<file path="src/rtl/wdog_pkg.sv">
package wdog_pkg;

  typedef struct packed {
    logic [2:0] psel;
    logic       lvd_en;
    logic       osc_en;
    logic       pd_dis;
    logic       run;
    logic       wd_mode;
  } wdog_cfg_t;

  localparam logic [7:0] CFG_RESET = 8'hFB;

  localparam int ADR_CFG    = 0;
  localparam int ADR_RELOAD = 1;
  localparam int ADR_FEED   = 2;
  localparam int ADR_STATUS = 3;
  localparam int ADR_ACTIVE = 4;

  function automatic logic hits(input logic wr, input logic [2:0] addr, input int target);
    return wr && (int'(addr) == target);
  endfunction

endpackage

</file>
<file path="src/rtl/wdog_feed_seq.sv">
module wdog_feed_seq #(
  parameter int         ADDR_W    = 3,
  parameter int         FEED_ADR  = 2,
  parameter logic [7:0] KEY_FIRST = 8'hA5,
  parameter logic [7:0] KEY_LAST  = 8'h5A
) (
  input  logic              clk,
  input  logic              rst_n,
  input  logic              wr,
  input  logic [ADDR_W-1:0] addr,
  input  logic [7:0]        wdata,
  output logic              feed_ok
);

  logic armed_q;
  logic to_feed;

  assign to_feed = wr && (int'(addr) == FEED_ADR);

  // every write re-evaluates the armed state, so any other write cancels
  always_ff @(posedge clk or negedge rst_n) begin
    if (!rst_n) armed_q <= 1'b0;
    else if (wr) armed_q <= to_feed && (wdata == KEY_FIRST);
  end

  assign feed_ok = to_feed && armed_q && (wdata == KEY_LAST);

endmodule

</file>
<file path="src/rtl/wdog_prescaler.sv">
module wdog_prescaler #(
  parameter int BASE_LOG2 = 7,
  parameter int SEL_W     = 3,
  parameter int PRE_W     = BASE_LOG2 + (1 << SEL_W) - 1
) (
  input  logic             clk,
  input  logic             rst_n,
  input  logic             clr,
  input  logic             run,
  input  logic [SEL_W-1:0] psel,
  output logic             tick,
  output logic [PRE_W-1:0] pre_q
);

  function automatic logic [PRE_W-1:0] wrap_point(input logic [SEL_W-1:0] sel);
    logic [PRE_W:0] span;
    span = (PRE_W+1)'(1) << (BASE_LOG2 + int'(sel));
    return PRE_W'(span - 1'b1);
  endfunction

  logic [PRE_W-1:0] limit;
  assign limit = wrap_point(psel);
  assign tick  = run && (pre_q == limit);

  always_ff @(posedge clk or negedge rst_n) begin
    if (!rst_n)     pre_q <= '0;
    else if (clr)   pre_q <= '0;
    else if (tick)  pre_q <= '0;
    else if (run)   pre_q <= pre_q + 1'b1;
  end

endmodule

</file>
<file path="src/rtl/wdog_counter.sv">
module wdog_counter #(
  parameter int CNT_W = 8
) (
  input  logic             clk,
  input  logic             rst_n,
  input  logic             load,
  input  logic             tick,
  input  logic [CNT_W-1:0] reload_val,
  output logic [CNT_W-1:0] cnt_q,
  output logic             uflow
);

  assign uflow = tick && (cnt_q == '0) && !load;

  always_ff @(posedge clk or negedge rst_n) begin
    if (!rst_n)      cnt_q <= '0;
    else if (load)   cnt_q <= reload_val;
    else if (uflow)  cnt_q <= reload_val;
    else if (tick)   cnt_q <= cnt_q - 1'b1;
  end

endmodule

</file>
<file path="src/rtl/wdog_rst_pulse.sv">
module wdog_rst_pulse #(
  parameter int RST_CYC = 4
) (
  input  logic clk,
  input  logic rst_n,
  input  logic fire,
  output logic pulse_o
);

  localparam int PW = $clog2(RST_CYC + 1);

  logic [PW-1:0] left_q;

  always_ff @(posedge clk or negedge rst_n) begin
    if (!rst_n)            left_q <= '0;
    else if (fire)         left_q <= PW'(RST_CYC);
    else if (left_q != '0) left_q <= left_q - 1'b1;
  end

  assign pulse_o = (left_q != '0);

endmodule

</file>
<file path="src/rtl/wdog_shadowed.sv">
module wdog_shadowed
  import wdog_pkg::*;
#(
  parameter int         ADDR_W    = 3,
  parameter int         CNT_W     = 8,
  parameter int         BASE_LOG2 = 7,
  parameter int         SEL_W     = 3,
  parameter int         RST_CYC   = 4,
  parameter logic [7:0] KEY_FIRST = 8'hA5,
  parameter logic [7:0] KEY_LAST  = 8'h5A
) (
  input  logic              clk,
  input  logic              rst_n,
  input  logic              bus_wr,
  input  logic [ADDR_W-1:0] bus_addr,
  input  logic [7:0]        bus_wdata,
  output logic [7:0]        bus_rdata,
  output logic              wdt_rst_o,
  output logic              tmr_flag_o,
  output logic              lvd_rst_en_o,
  output logic              osc_rst_en_o,
  output logic              pd_block_o
);

  localparam int PRE_W = BASE_LOG2 + (1 << SEL_W) - 1;

  wdog_cfg_t        usr_cfg, act_cfg;
  logic [CNT_W-1:0] reload_q;
  logic [CNT_W-1:0] cnt_q;
  logic [PRE_W-1:0] pre_q;
  logic             feed_ok, tick, uflow, run_en, mode_wd, flag_clr;

  // named internal events
  assign mode_wd  = act_cfg.wd_mode;
  assign run_en   = act_cfg.wd_mode | usr_cfg.run;
  assign flag_clr = bus_wr && (int'(bus_addr) == ADR_STATUS) && bus_wdata[0];

  wdog_feed_seq #(
    .ADDR_W(ADDR_W), .FEED_ADR(ADR_FEED), .KEY_FIRST(KEY_FIRST), .KEY_LAST(KEY_LAST)
  ) u_feed (
    .clk(clk), .rst_n(rst_n), .wr(bus_wr), .addr(bus_addr), .wdata(bus_wdata),
    .feed_ok(feed_ok)
  );

  wdog_prescaler #(
    .BASE_LOG2(BASE_LOG2), .SEL_W(SEL_W), .PRE_W(PRE_W)
  ) u_pre (
    .clk(clk), .rst_n(rst_n), .clr(feed_ok | uflow), .run(run_en),
    .psel(SEL_W'(act_cfg.psel)), .tick(tick), .pre_q(pre_q)
  );

  wdog_counter #(.CNT_W(CNT_W)) u_cnt (
    .clk(clk), .rst_n(rst_n), .load(feed_ok), .tick(tick),
    .reload_val(reload_q), .cnt_q(cnt_q), .uflow(uflow)
  );

  wdog_rst_pulse #(.RST_CYC(RST_CYC)) u_rst (
    .clk(clk), .rst_n(rst_n), .fire(uflow && mode_wd), .pulse_o(wdt_rst_o)
  );

  // user copy and autoload register
  always_ff @(posedge clk or negedge rst_n) begin
    if (!rst_n) begin
      usr_cfg  <= wdog_cfg_t'(CFG_RESET);
      reload_q <= '0;
    end else begin
      if (bus_wr && (int'(bus_addr) == ADR_CFG))    usr_cfg  <= wdog_cfg_t'(bus_wdata);
      if (bus_wr && (int'(bus_addr) == ADR_RELOAD)) reload_q <= CNT_W'(bus_wdata);
    end
  end

  // active copy moves only on a completed feed
  always_ff @(posedge clk or negedge rst_n) begin
    if (!rst_n)       act_cfg <= wdog_cfg_t'(CFG_RESET);
    else if (feed_ok) act_cfg <= usr_cfg;
  end

  // sticky timer flag, set wins over clear
  always_ff @(posedge clk or negedge rst_n) begin
    if (!rst_n)                 tmr_flag_o <= 1'b0;
    else if (uflow && !mode_wd) tmr_flag_o <= 1'b1;
    else if (flag_clr)          tmr_flag_o <= 1'b0;
  end

  always_comb begin
    bus_rdata = '0;
    case (int'(bus_addr))
      ADR_CFG:    bus_rdata = usr_cfg;
      ADR_RELOAD: bus_rdata = 8'(reload_q);
      ADR_FEED:   bus_rdata = 8'(cnt_q);
      ADR_STATUS: bus_rdata = {7'd0, tmr_flag_o};
      ADR_ACTIVE: bus_rdata = act_cfg;
      default:    bus_rdata = '0;
    endcase
  end

  assign lvd_rst_en_o = act_cfg.lvd_en;
  assign osc_rst_en_o = act_cfg.osc_en;
  assign pd_block_o   = act_cfg.pd_dis;

endmodule

</file>
<file path="config.mk">
export PLATFORM = sky130hd
export DESIGN_NAME = wdog_shadowed
export DESIGN_NICKNAME = d
export VERILOG_FILES = /design/src/rtl/wdog_pkg.sv /design/src/rtl/wdog_feed_seq.sv /design/src/rtl/wdog_prescaler.sv /design/src/rtl/wdog_counter.sv /design/src/rtl/wdog_rst_pulse.sv /design/src/rtl/wdog_shadowed.sv
export SDC_FILE = /design/constraint.sdc
export NUM_CORES = 1
export LEC_CHECK = 0
export BUFFER_PORTS_ARGS = -buffer_cell sky130_fd_sc_hd__buf_2
export CAP_MARGIN = 20
export CORE_UTILIZATION = 60
export CTS_CLUSTER_DIAMETER = 120
export CTS_CLUSTER_SIZE = 12
export DETAILED_ROUTE_END_ITERATION = 10
export MAX_ROUTING_LAYER = met4
export PLACE_DENSITY = 0.8
export SLEW_MARGIN = 0
export SYNTH_ARGS = -nofsm -noshare
export SYNTH_HDL_FRONTEND = slang
export SYNTH_HIERARCHICAL = 1
export SYNTH_SLANG_ARGS = --single-unit
</file>
<file path="constraint.sdc">
create_clock -name clk -period 4.3 [get_ports clk]
set_input_delay 0.86 -clock clk [delete_from_list [all_inputs] [get_ports clk]]
set_output_delay 0.86 -clock clk [all_outputs]
set_load 0.01 [all_outputs]
</file>
# Word level (Yosys, flattened, before mapping)
# Index checks and enable logic that the tools add are counted.
dict set report op_classes {
  n_addsub 5
  eq_ne 10
  shift 1
  muxes 11
  bitwise_logic 2
  reduce_logical 23
}
# cell n
set op_table {}
lappend op_table {{$mux 14} 3}
lappend op_table {{$pmux 8 s5} 1}
lappend op_table {{$shl 1x32->14 const A} 1}
lappend op_table {{$mux 8} 3}
lappend op_table {{$add 14x1->14 const B} 1}
lappend op_table {{$eq 14x14->1} 1}
lappend op_table {{$sub 14x1->14 const B} 1}
lappend op_table {{$logic_and 1x1->1} 13}
lappend op_table {{$eq 3x2->1 const B} 3}
lappend op_table {{$eq 3x3->1 const B} 3}
lappend op_table {{$reduce_bool 3->1} 3}
lappend op_table {{$eq 8x7->1 const B} 1}
lappend op_table {{$eq 8x8->1 const B} 1}
lappend op_table {{$logic_not 8->1} 1}
lappend op_table {{$sub 8x1->8 const B} 1}
lappend op_table {{$logic_not 3->1} 2}
lappend op_table {{$mux 3} 2}
lappend op_table {{$add 3x3->4 const A} 1}
lappend op_table {{$reduce_bool 2->1} 2}
lappend op_table {{$eq 3x1->1 const B} 1}
lappend op_table {{$sub 3x1->3 const B} 1}
lappend op_table {{$logic_not 1->1} 2}
lappend op_table {{$mux 1} 2}
lappend op_table {{$or 1x1->1} 2}
dict set report word_totals {
  regBits 51
  input_bits 14
  output_inout_bits 13
  elab_cells 70
}

# Longest topological paths before layout
dict set report depth {
  word_depth 9
  ltp_mapped 15
  mapped_depth_nobuf 12
}

# Modules after synthesis
# Netlist, hierarchy kept.
# module n_inst cells_each area_each_um2 seq_area_each_um2
set by_module_without_submodules {}
lappend by_module_without_submodules {wdog_shadowed 1 95 1231.2 643.1}
lappend by_module_without_submodules {wdog_prescaler 1 113 975.9 350.3}
lappend by_module_without_submodules {wdog_counter 1 63 589.3 200.2}
lappend by_module_without_submodules {wdog_rst_pulse 1 16 177.7 75.1}
lappend by_module_without_submodules {wdog_feed_seq 1 10 107.6 25.0}

# Least setup slack after synthesis
# Ideal clock, no wire load.
dict set report synth_timing {
  path_kind {input port to flip-flop}
  start {in bus_wdata[0]}
  end {reg u_pre.pre_q[10]}
  setup_ps 87
  arrival_time_ps 2974
  required_ps 4213
  setup_slack_ps 1239
  cell_stages 8
  n_path_buf 3
  path_cell_list {or3b_1 nor4_2 clkbuf_1 nor2_1 or2_2 clkbuf_1 clkbuf_1 nor3_1}
}
dict set report synth_via {
  elab_chain_len 6
  elab_cells_between_ends 7
  cone_classes {1 x eq/ne; 1 x mux; 1 x bitwise; 4 x reduce/logical}
}
# item line
set synth_rtl {}
lappend synth_rtl {{start, declared} wdog_shadowed.sv:16} ;# input logic [7:0] bus_wdata,
lappend synth_rtl {{$eq 8x7->1 *} wdog_feed_seq.sv:26} ;# assign feed_ok = to_feed && armed_q && (wdata == KEY_LAST);
lappend synth_rtl {{$logic_and 1x1->1 *} wdog_feed_seq.sv:26}
lappend synth_rtl {{named net feed_ok} wdog_shadowed.sv:31} ;# logic feed_ok, tick, uflow, run_en, mode_wd, flag_clr;
lappend synth_rtl {{$logic_not 1->1 *} wdog_counter.sv:13} ;# assign uflow = tick && (cnt_q == '0) && !load;
lappend synth_rtl {{$logic_and 1x1->1 *} wdog_counter.sv:13}
lappend synth_rtl {{named net uflow} wdog_shadowed.sv:31}
lappend synth_rtl {{$or 1x1->1 *} wdog_shadowed.sv:48} ;# .clk(clk), .rst_n(rst_n), .clr(feed_ok | uflow), .run(run_en),
lappend synth_rtl {{$reduce_bool 3->1 (no line) / $mux 14 (equally long branches)} n/a}
lappend synth_rtl {{end signal, assigned} wdog_prescaler.sv:29} ;# else if (run) pre_q <= pre_q + 1'b1;
lappend synth_rtl {{end, declared} wdog_prescaler.sv:12} ;# output logic [PRE_W-1:0] pre_q
# The timed path passes the listed nets; every way through them passes the cells marked *.
# A chain may end at the register's enable or synchronous reset.

# Worst setup path in the final report
dict set report layout_timing {
  start {reg act_cfg (netlist bit mode_wd)}
  end {reg u_pre.pre_q[6]}
}
dict set report layout_via {
  elab_chain_len 6
  elab_cells_between_ends 8
  cone_classes {2 x mux; 2 x bitwise; 4 x reduce/logical}
}
# item line
set layout_rtl {}
lappend layout_rtl {{start, declared} wdog_shadowed.sv:27} ;# wdog_cfg_t usr_cfg, act_cfg;
lappend layout_rtl {{start signal, assigned} wdog_shadowed.sv:74} ;# if (!rst_n) act_cfg <= wdog_cfg_t'(CFG_RESET);
lappend layout_rtl {{start signal, assigned} wdog_shadowed.sv:75} ;# else if (feed_ok) act_cfg <= usr_cfg;
lappend layout_rtl {{$or 1x1->1 *} wdog_shadowed.sv:35} ;# assign run_en = act_cfg.wd_mode | usr_cfg.run;
lappend layout_rtl {{named net run_en} wdog_shadowed.sv:31}
lappend layout_rtl {{$logic_and 1x1->1 *} wdog_prescaler.sv:23} ;# assign tick = run && (pre_q == limit);
lappend layout_rtl {{named net tick} wdog_shadowed.sv:31}
lappend layout_rtl {{$logic_and 1x1->1 * (2 in a row)} wdog_counter.sv:13}
lappend layout_rtl {{named net uflow} wdog_shadowed.sv:31}
lappend layout_rtl {{$or 1x1->1 *} wdog_shadowed.sv:48}
lappend layout_rtl {{$reduce_bool 3->1 (no line) / $mux 14 (equally long branches)} n/a}
# Marks and branches as above.

==> flow_metrics.py <==
metrics = {
    "global_routing": {
        "grt.total_usage": 0.269,
        "grt_start_max_net_pins": 32,
        "grt_pass1_vias": 2305,
        "antenna_found_initial": 0,
        "grt_pass1_wl_mm": 10.9,
        "grt-ovfl-total": 0,
    },
    "clocking": {
        "numCtsBuffers": 5,
        "cts_hold_buf": 0,
        "cts_resized": 0,
        "post_cts_buffers": 0,
        "clock-sinks": 51,
        "root_buffer": "clkbuf_8",
        "htree_levels": 2,
        "cts_tree": "built",
        "cts_buffer_depth": 2,
        "clock_latency_ns": 0.30,
        "path_clk_slew_ns": 0.10,
    },
    "logic_synthesis": {
        "synth_top_cells_by_area": "dfrtp_1, dfstp_2, mux2_2, xor2_1, nand3_1",
        "yosysTopAreaCell": "dfrtp_1",
        "synth_top_flop_cell": "dfrtp_1",
        "ys_seq_area_frac": 0.420,
        "avgSynthCellArea_um2": 10.4,
        "ys_ff_latch": 51,
        "syn_area_mm2": 0.00308,
        "synth_top_area_share": 0.300,
        "ys_types": 58,
        "synth_edf_count": 0,
        "syn-instance-count": 297,
        "synth_commonest_cells": "dfrtp_1, mux2_2, nand2_1",
        "synthArstFlopShare": 1.00,
        "yosysMostFrequentCell": "dfrtp_1",
        "yosysWarnings": 6,
    },
    "setup_path": {
        "crit_path_start": "mode_wd",
        "cp_max_fo": 26,
        "reg2reg_slack_ns": 0.98,
        "crit_path_end": "u_pre/pre_q[6]",
        "r2r-start": "mode_wd",
        "slowest_delay_ns": 0.57,
        "cp_cell_sequence": "or2_2, nand4_1, nor3_1, nand4_1, a211oi_2, buf_4, nor4b_4, nand2_1, nor2_1, or2_2, nand3b_1, o31a_1, o31ai_1",
        "crit_slowest_cell": "dfstp_2",
        "endpoint_kind": "flip-flop",
        "worst-setup-path-type": "reg2reg",
        "cp.required_ns": 4.47,
        "r2r_end": "u_pre/pre_q[6]",
        "r2r_cells": 13,
        "critPathLaunchType": "flip-flop",
        "arrival_ns": 3.49,
    },
    "floorplan": {
        "start_util": 0.640,
        "die_h_um": 73.7,
        "num_io_pins": 27,
        "num_rows": 25,
        "dieArea_mm2": 0.00543,
        "design.core.area_mm2": 0.00482,
        "die_x_um": 73.7,
    },
    "timing": {
        "period_minus_slack_ns": 3.32,
        "period_share": 0.772,
        "slew_violations": 0,
        "holdWs_ns": 0.490,
        "max_freq_mhz": 301,
        "setup_violations": 0,
        "finalHoldViolCount": 0,
        "setup_tns_ns": 0,
        "worst_slew_pin_slew_ns": 0.822,
        "rsz0062_at_grt": "no",
        "relSlewSlack": 0.450,
        "skew_ns": 0.0101,
    },
    "placement": {
        "port_buffers": 26,
        "dp_hpwl_mm": 4.45,
        "place_congestion": 0.781,
    },
    "pwr": {
        "p_leak_nw": 1.44,
        "ir_worst_vdd_mv": 0.272,
        "p_total_mw": 1.38,
        "power.density_mw_per_mm2": 409,
    },
    "finish": {
        "fin_util": 0.700,
        "n_antenna_cell": 0,
        "syn2layout_area_growth_pct": 9.46,
        "num-nets-final": 339,
        "drive_gt1_frac": 0.287,
        "n_fill_cell": 387,
    },
    "routing": {
        "firstDrtPassIters": 5,
        "wl_mm": 6.18,
        "avgRoutedWirePerCell_um": 15.9,
        "vias": 2355,
        "drc": 0,
        "drt_first_iter_violations": 170,
        "antenna_left": 0,
        "drt-vias-per-instance": 6.07,
    },
    "run_status": {
        "status": "finished, final reports clean",
    },
    "hold_path": {
        "worstHoldPathType": "in2async",
    },
    "flow_run": {
        "maxCapViolCount": 0,
    },
}
## metal layers
metal  wire, µm  GRT usage
met5          0          -
met1       2840      0.363
met4         55     0.0577
met3        208     0.0288
met2       3070      0.442
## worst max-delay path: cells and delay by family (launching register included)
family | cells | cell delay (ns)
flip-flops | 1 | 0.57
buffers and inverters | 1 | 0.30
AO/OA/AOI/OAI | 3 | 0.39
AND/OR/NAND/NOR | 9 | 1.90
## logic make-up (layout without fill, tap and decap cells)
group                    Yosys count  count (layout)  synth area share
multiplexers                      30              30             0.108
AO/OA/AOI/OAI                     55              55             0.130
other                              1               2           0.00122
buffers and inverters             25              48            0.0373
XOR/XNOR                          16              16            0.0455
AND/OR/NAND/NOR                  114             114             0.238
flip-flops                        51              51             0.420
adder cells (fa/ha/maj)            5               5            0.0203
## state kept, by name, summed over array words and instances, names as in the netlist, 3 cells and up
name,flops
act_cfg,4
reload_q,8
u_cnt/cnt_q,8
u_pre/pre_q,14
u_rst/left_q,3
usr_cfg,8
## where the power goes
| part | switching (mW) | total (mW) | internal [mW] |
|---|---|---|---|
| clock | 0.161 | 0.337 | 0.176 |
| combinational | 0.166 | 0.335 | 0.169 |
| sequential | 0.123 | 0.708 | 0.585 |
| total | 0.451 | 1.38 | 0.930 |
## worst min path at each step
stage	depth (start not counted)	slack [ns]	end
2_1_floorplan	1	0.48	u_cnt/cnt_q[6]
3_3_place_gp	1	0.51	u_cnt/cnt_q[6]
6_report	1	0.49	u_cnt/cnt_q[7]
5_1_grt	1	0.53	u_cnt/cnt_q[7]
3_5_place_dp	1	0.51	u_cnt/cnt_q[6]
4_1_cts	1	0.51	u_cnt/cnt_q[7]
## final cells by class
cell class                      instances  area, µm²  area share
Clock buffer                            5       68.8      0.0204
Clock inverter                          3       47.5      0.0141
Inverter                               11       41.3      0.0122
Multi-Input combinational cell        222       1690       0.500
Sequential cell                        51       1290       0.384
Tap cell                               67       83.8      0.0249
Timing Repair Buffer                   29        153      0.0453
## placed cells by master (no fill, tap or decap), drive strengths merged, types with 3 or more instances in the layout
master / n
a21oi: 11
a222oi: 6
and2: 3
buf: 29
clkbuf: 5
dfrtp: 37
dfstp: 14
ha: 5
inv: 12
mux2: 26
mux2i: 4
nand2: 17
nand2b: 3
nand3: 16
nand3b: 3
nand4: 6
nand4bb: 4
nor2: 15
nor2b: 8
nor3: 18
nor3b: 4
nor4: 3
o21ai: 13
o22a: 6
o22ai: 4
or2: 3
xnor2: 5
xor2: 11
## per-stage QoR
step | setup WS, ns | area, µm² | std cells
detailed placement | 0.994 | 3260 | 380
floorplan | 1.24 | 3090 | 298
global placement | 1.06 | 3260 | 380
CTS | 0.975 | 3370 | 388
global route | 0.677 | 3370 | 388
finish | 0.979 | 3370 | 388
Power figures use the tool's default switching activity.
